`config.mk`:
```
export PLATFORM = sky130hd
export DESIGN_NAME = crt_target
export DESIGN_NICKNAME = d
export VERILOG_FILES = /design/src/rtl/crt_pkg.sv /design/src/rtl/crt_strobe_det.sv /design/src/rtl/crt_handshake.sv /design/src/rtl/crt_regfile.sv /design/src/rtl/crt_target.sv
export SDC_FILE = /design/constraint.sdc
export NUM_CORES = 1
export LEC_CHECK = 0
export BUFFER_PORTS_ARGS = -buffer_cell sky130_fd_sc_hd__buf_2
export CORE_MARGIN = 5
export CORE_UTILIZATION = 45
export CTS_CLUSTER_DIAMETER = 30
export CTS_CLUSTER_SIZE = 20
export DETAILED_ROUTE_END_ITERATION = 10
export PLACE_DENSITY = 0.72
export SETUP_SLACK_MARGIN = 0.2
export SLEW_MARGIN = 20
export SYNTH_ARGS = -nofsm -noshare
export SYNTH_HDL_FRONTEND = slang
export SYNTH_HIERARCHICAL = 1
export SYNTH_SLANG_ARGS = --single-unit
```
`constraint.sdc`:
```
create_clock -name clk -period 5.1 [get_ports clk]
set_input_delay 1.02 -clock clk [delete_from_list [all_inputs] [get_ports clk]]
set_output_delay 1.02 -clock clk [all_outputs]
set_load 0.01 [all_outputs]
```
`src/rtl/crt_pkg.sv`:
```
package crt_pkg;

    localparam int unsigned CR_W = 16;

    typedef logic [CR_W-1:0] word_t;

    // Strobe vector bit order: {write, read, data, address}
    typedef enum logic [1:0] {
        OP_ADDR  = 2'd0,
        OP_DATA  = 2'd1,
        OP_READ  = 2'd2,
        OP_WRITE = 2'd3
    } op_e;

    typedef enum logic [1:0] {
        HS_IDLE,
        HS_WAIT,
        HS_ACK
    } hs_e;

    typedef struct packed {
        logic valid;
        op_e  op;
    } req_t;

    function automatic op_e op_from_onehot(input logic [3:0] s);
        op_e r;
        r = OP_ADDR;
        if (s[1]) r = OP_DATA;
        if (s[2]) r = OP_READ;
        if (s[3]) r = OP_WRITE;
        return r;
    endfunction

endpackage

```
`src/rtl/crt_strobe_det.sv`:
```
module crt_strobe_det
    import crt_pkg::*;
(
    input  logic       clk,
    input  logic       rst,
    input  logic [3:0] stb_i,
    input  logic       idle_i,
    output req_t       req_o
);
    logic [3:0] prev_q;
    logic [3:0] rise;
    logic       single;

    always_ff @(posedge clk) begin
        if (rst) prev_q <= '0;
        else     prev_q <= stb_i;
    end

    assign rise   = stb_i & ~prev_q;
    assign single = ($countones(stb_i) == 1);

    always_comb begin
        req_o.valid = idle_i && single && (|rise);
        req_o.op    = op_from_onehot(stb_i);
    end
endmodule

```
`src/rtl/crt_handshake.sv`:
```
module crt_handshake
    import crt_pkg::*;
#(
    parameter int unsigned LATENCY = 2
) (
    input  logic       clk,
    input  logic       rst,
    input  req_t       req_i,
    input  logic [3:0] stb_i,
    output logic       ack_o,
    output logic       idle_o
);
    localparam int unsigned CNT_W = (LATENCY > 1) ? $clog2(LATENCY) : 1;
    localparam int unsigned LOAD  = (LATENCY > 0) ? LATENCY - 1 : 0;

    hs_e              st_q;
    op_e              act_q;
    logic [CNT_W-1:0] cnt_q;

    always_ff @(posedge clk) begin
        if (rst) begin
            st_q  <= HS_IDLE;
            act_q <= OP_ADDR;
            cnt_q <= '0;
            ack_o <= 1'b0;
        end else begin
            case (st_q)
                HS_IDLE: begin
                    if (req_i.valid) begin
                        act_q <= req_i.op;
                        if (LATENCY == 0) begin
                            st_q  <= HS_ACK;
                            ack_o <= 1'b1;
                        end else begin
                            st_q  <= HS_WAIT;
                            cnt_q <= CNT_W'(LOAD);
                        end
                    end
                end
                HS_WAIT: begin
                    if (cnt_q == '0) begin
                        st_q  <= HS_ACK;
                        ack_o <= 1'b1;
                    end else begin
                        cnt_q <= cnt_q - 1'b1;
                    end
                end
                HS_ACK: begin
                    if (!stb_i[act_q]) begin
                        st_q  <= HS_IDLE;
                        ack_o <= 1'b0;
                    end
                end
                default: begin
                    st_q  <= HS_IDLE;
                    ack_o <= 1'b0;
                end
            endcase
        end
    end

    assign idle_o = (st_q == HS_IDLE);
endmodule

```
`src/rtl/crt_regfile.sv`:
```
module crt_regfile
    import crt_pkg::*;
#(
    parameter int unsigned DEPTH = 8
) (
    input  logic                 clk,
    input  logic                 rst,
    input  req_t                 req_i,
    input  word_t                din_i,
    output word_t                dout_o,
    output logic [DEPTH*CR_W-1:0] regs_o
);
    localparam int unsigned IDX_W = (DEPTH > 1) ? $clog2(DEPTH) : 1;

    word_t             addr_q;
    word_t             hold_q;
    word_t             arr_q [DEPTH];
    logic              in_range;
    logic [IDX_W-1:0]  idx;

    assign in_range = (32'(addr_q) < DEPTH);
    assign idx      = addr_q[IDX_W-1:0];

    always_ff @(posedge clk) begin
        if (rst) begin
            addr_q <= '0;
            hold_q <= '0;
            dout_o <= '0;
            for (int i = 0; i < int'(DEPTH); i++) arr_q[i] <= '0;
        end else if (req_i.valid) begin
            case (req_i.op)
                OP_ADDR:  addr_q <= din_i;
                OP_DATA:  hold_q <= din_i;
                OP_READ:  dout_o <= in_range ? arr_q[idx] : '0;
                OP_WRITE: if (in_range) arr_q[idx] <= hold_q;
                default:  ;
            endcase
        end
    end

    for (genvar g = 0; g < int'(DEPTH); g++) begin : g_out
        assign regs_o[g*CR_W +: CR_W] = arr_q[g];
    end
endmodule

```
`src/rtl/crt_target.sv`:
```
module crt_target
    import crt_pkg::*;
#(
    parameter int unsigned DEPTH   = 8,
    parameter int unsigned LATENCY = 2
) (
    input  logic                  clk,
    input  logic                  rst,
    input  logic                  addr_stb_i,
    input  logic                  data_stb_i,
    input  logic                  rd_stb_i,
    input  logic                  wr_stb_i,
    input  logic [15:0]           din_i,
    output logic [15:0]           dout_o,
    output logic                  ack_o,
    output logic [DEPTH*16-1:0]   regs_o
);
    logic [3:0] stb;
    logic       idle;
    req_t       req;

    assign stb = {wr_stb_i, rd_stb_i, data_stb_i, addr_stb_i};

    crt_strobe_det u_det (
        .clk    (clk),
        .rst    (rst),
        .stb_i  (stb),
        .idle_i (idle),
        .req_o  (req)
    );

    crt_handshake #(.LATENCY(LATENCY)) u_hs (
        .clk    (clk),
        .rst    (rst),
        .req_i  (req),
        .stb_i  (stb),
        .ack_o  (ack_o),
        .idle_o (idle)
    );

    crt_regfile #(.DEPTH(DEPTH)) u_rf (
        .clk    (clk),
        .rst    (rst),
        .req_i  (req),
        .din_i  (din_i),
        .dout_o (dout_o),
        .regs_o (regs_o)
    );
endmodule

```
==> impl_metrics.json <==
{
  "synth_ff_type": "edfxtp_1",
  "boundaryPins": 167,
  "cts.repair.resized": 0,
  "yosys_warnings": 6,
  "clock-skew-final_ns": 0.0129,
  "area_growth_pct": 20.2,
  "start_util_pct": 45.4,
  "wl_mm": 21.0,
  "ys_top_cells_by_count": "edfxtp_1 (128), nor3_1 (120), nand2_1 (66)",
  "die_y_um": 144,
  "postCtsHoldBufs": 0,
  "endpoint_kind": "flop",
  "drv_slew": 0,
  "arrival_ns": 4.04,
  "io_buffers": 166,
  "synth_seq_cells": 189,
  "min_period_over_period_pct": 76.8,
  "p_per_area_nw_per_um2": 333,
  "clk_pin_slew_ns": 0.06,
  "final_cell_area_um2": 9690,
  "fin_ws_ns": 1.19,
  "insertion_delay_ns": 0.44,
  "die_w_um": 144,
  "required_ns": 5.22,
  "mappedNetlistArea_um2": 8060,
  "fin_hold_ws_ns": 0.458,
  "rsz0062_at_grt": "no",
  "fmax_mhz": 255,
  "syn-num-nets": 657,
  "cts_buffers": 17,
  "startpoint_type": "input pin",
  "crit_type": "in -> reg",
  "vias_per_cell": 5.58,
  "grt_pass1_vias": 5496,
  "placed_cell_area_um2": 9140,
  "vias": 5749,
  "synth.most_common_cell": "edfxtp_1",
  "grt_pass1_wl_mm": 31.9,
  "async_flop_share_pct": 0,
  "grt_start_max_net_pins": 69,
  "yosys-top-cells-area": "edfxtp_1 (48%), dfxtp_1 (15%), mux4_2 (8.9%)",
  "clock_path_buffers": 2,
  "tightest_slew_ns": 0.948,
  "worstHoldPathType": "reg -> reg",
  "synth_edf_count": 128,
  "syn_avg_cell_area_um2": 12.8,
  "cts_setup_buffers": 0,
  "synth-seq-area-share_pct": 62.8,
  "htreeDepth": 4,
  "cap_violations": 0,
  "grt_overflow": 0,
  "core_um2": 17800,
  "hpwl_mm": 15.1,
  "antenna_found_initial": 0,
  "synth.distinct_cells": 44,
  "antenna_cells": 0,
  "wl_per_cell_um": 20.4,
  "cp_max_fo": 19,
  "use_met1_pct": 26.9,
  "met2_usage_pct": 34.4,
  "worst_slew_margin_rel_pct": 36.7,
  "place_congestion": 0.815,
  "post-route-min-period_ns": 3.91,
  "fin_tns_setup_ns": 0,
  "cts_root_buf": "clkbuf_16",
  "status": "completed",
  "first_pass_iters": 4,
  "fin_nets": 814,
  "placementRows": 49,
  "hold_violations": 0,
  "drc_errors": 0,
  "drt_iter0_markers": 342,
  "place_worst_setup_slack_ns": 0.742,
  "grtUsageMet3_pct": 4.56,
  "worst_ir_drop_vdd_v": 0.000246,
  "clock_sinks": 189,
  "yosysTopAreaCellShare_pct": 47.7,
  "layout-drive-gt1-share_pct": 34.7,
  "track_usage_pct": 20.6,
  "grt.busiest_layer": "met2",
  "drtAntennaViolNets": 0,
  "synth_cells": 632,
  "setup_viol": 0,
  "p_leak_nw": 3.44,
  "cts_tree": "done",
  "die_area_um2": 20700,
  "yosys.area.top_type": "edfxtp_1"
}
==> path summary, 6_finish.rpt <==
check,startpoint,endpoint,slack [ns],depth (start not counted)
worst max-delay path,addr_stb_i,u_rf/arr_q[0][10],1.19,13
worst min-delay path,u_rf/addr_q[3],u_rf/addr_q[3],0.46,2
worst max register to register,u_hs/st_q[1],u_rf/arr_q[0][10],2.56,7
worst min register to register,u_rf/addr_q[3],u_rf/addr_q[3],0.46,2
==> per-layer routing <==
layer  share of wire [%]  vias to the layer above
met5                   0                        -
met4                 2.6                        0
met3                 7.3                       41
met2                  49                      236
met1                  41                     2803
li1                    -                     2669
==> critical path, stage by stage <==
cell and delay, ns:
buf_2 0.08, inv_1 0.07, fa_1 0.54, inv_1 0.04, ha_1 0.17, ha_1 0.29, nor2_1 0.10, o2111a_1 0.33
and4bb_1 0.32, or4b_1 0.46, buf_4 0.22, o21bai_1 0.15, buf_4 0.25
==> flip-flops by register name (all words and copies together), names as in the netlist, named ones only <==
register / cells
u_det/prev_q: 4
u_hs/st_q: 2
u_hs/cnt_q: 1
u_rf/dout_o: 16
u_rf/addr_q: 16
u_rf/arr_q: 128
u_hs/ack_o: 1
u_rf/hold_q: 16
u_hs/act_q: 2
==> cells in the final DEF, fill, tap and decap left out, drive strengths merged, types with 9 or more instances in the layout <==
cell type	n
inv	29
buf	192
o32ai	16
a21oi	34
edfxtp	128
nand2	66
clkbuf	19
nor3	132
mux4	32
o21bai	9
mux2i	19
dfxtp	61
clkinv	21
==> cell families after synthesis <==
group,after synthesis,synth area share (%)
muxes,53,11.6
adders and majority gates,3,0.559
DFF,189,62.8
and+or+nand+nor,228,14.7
AOI/OAI and AO/OA,66,5.65
buffers and inverters,93,4.73
==> power by group <==
group	internal [W]	leakage [nW]	switching (W)
combinational	0.000102	1.35	0.000177
sequential	0.00168	1.81	0.0000363
clock	0.000647	0.266	0.000584
total	0.00243	3.44	0.000797
==> metrics by stage <==
step | power [W] | cells | util, %
2_1_floorplan | 0.00192 | 632 | -
3_3_place_gp | 0.00203 | 999 | 51.4
3_5_place_dp | 0.00203 | 999 | 51.4
4_1_cts | 0.00325 | 1031 | 54.5
5_1_grt | 0.00335 | 1031 | 54.5
6_report | 0.00323 | 1031 | 54.5
==> cell type report <==
class / count / area (µm²)
Fill cell: 1523 / 8090
Sequential cell: 189 / 5070
Multi-Input combinational cell: 350 / 2620
Timing Repair Buffer: 192 / 1030
Clock buffer: 19 / 443
Tap cell: 229 / 287
Inverter: 39 / 146
Clock inverter: 13 / 106
Note: power is estimated with default switching activity, not from simulation.
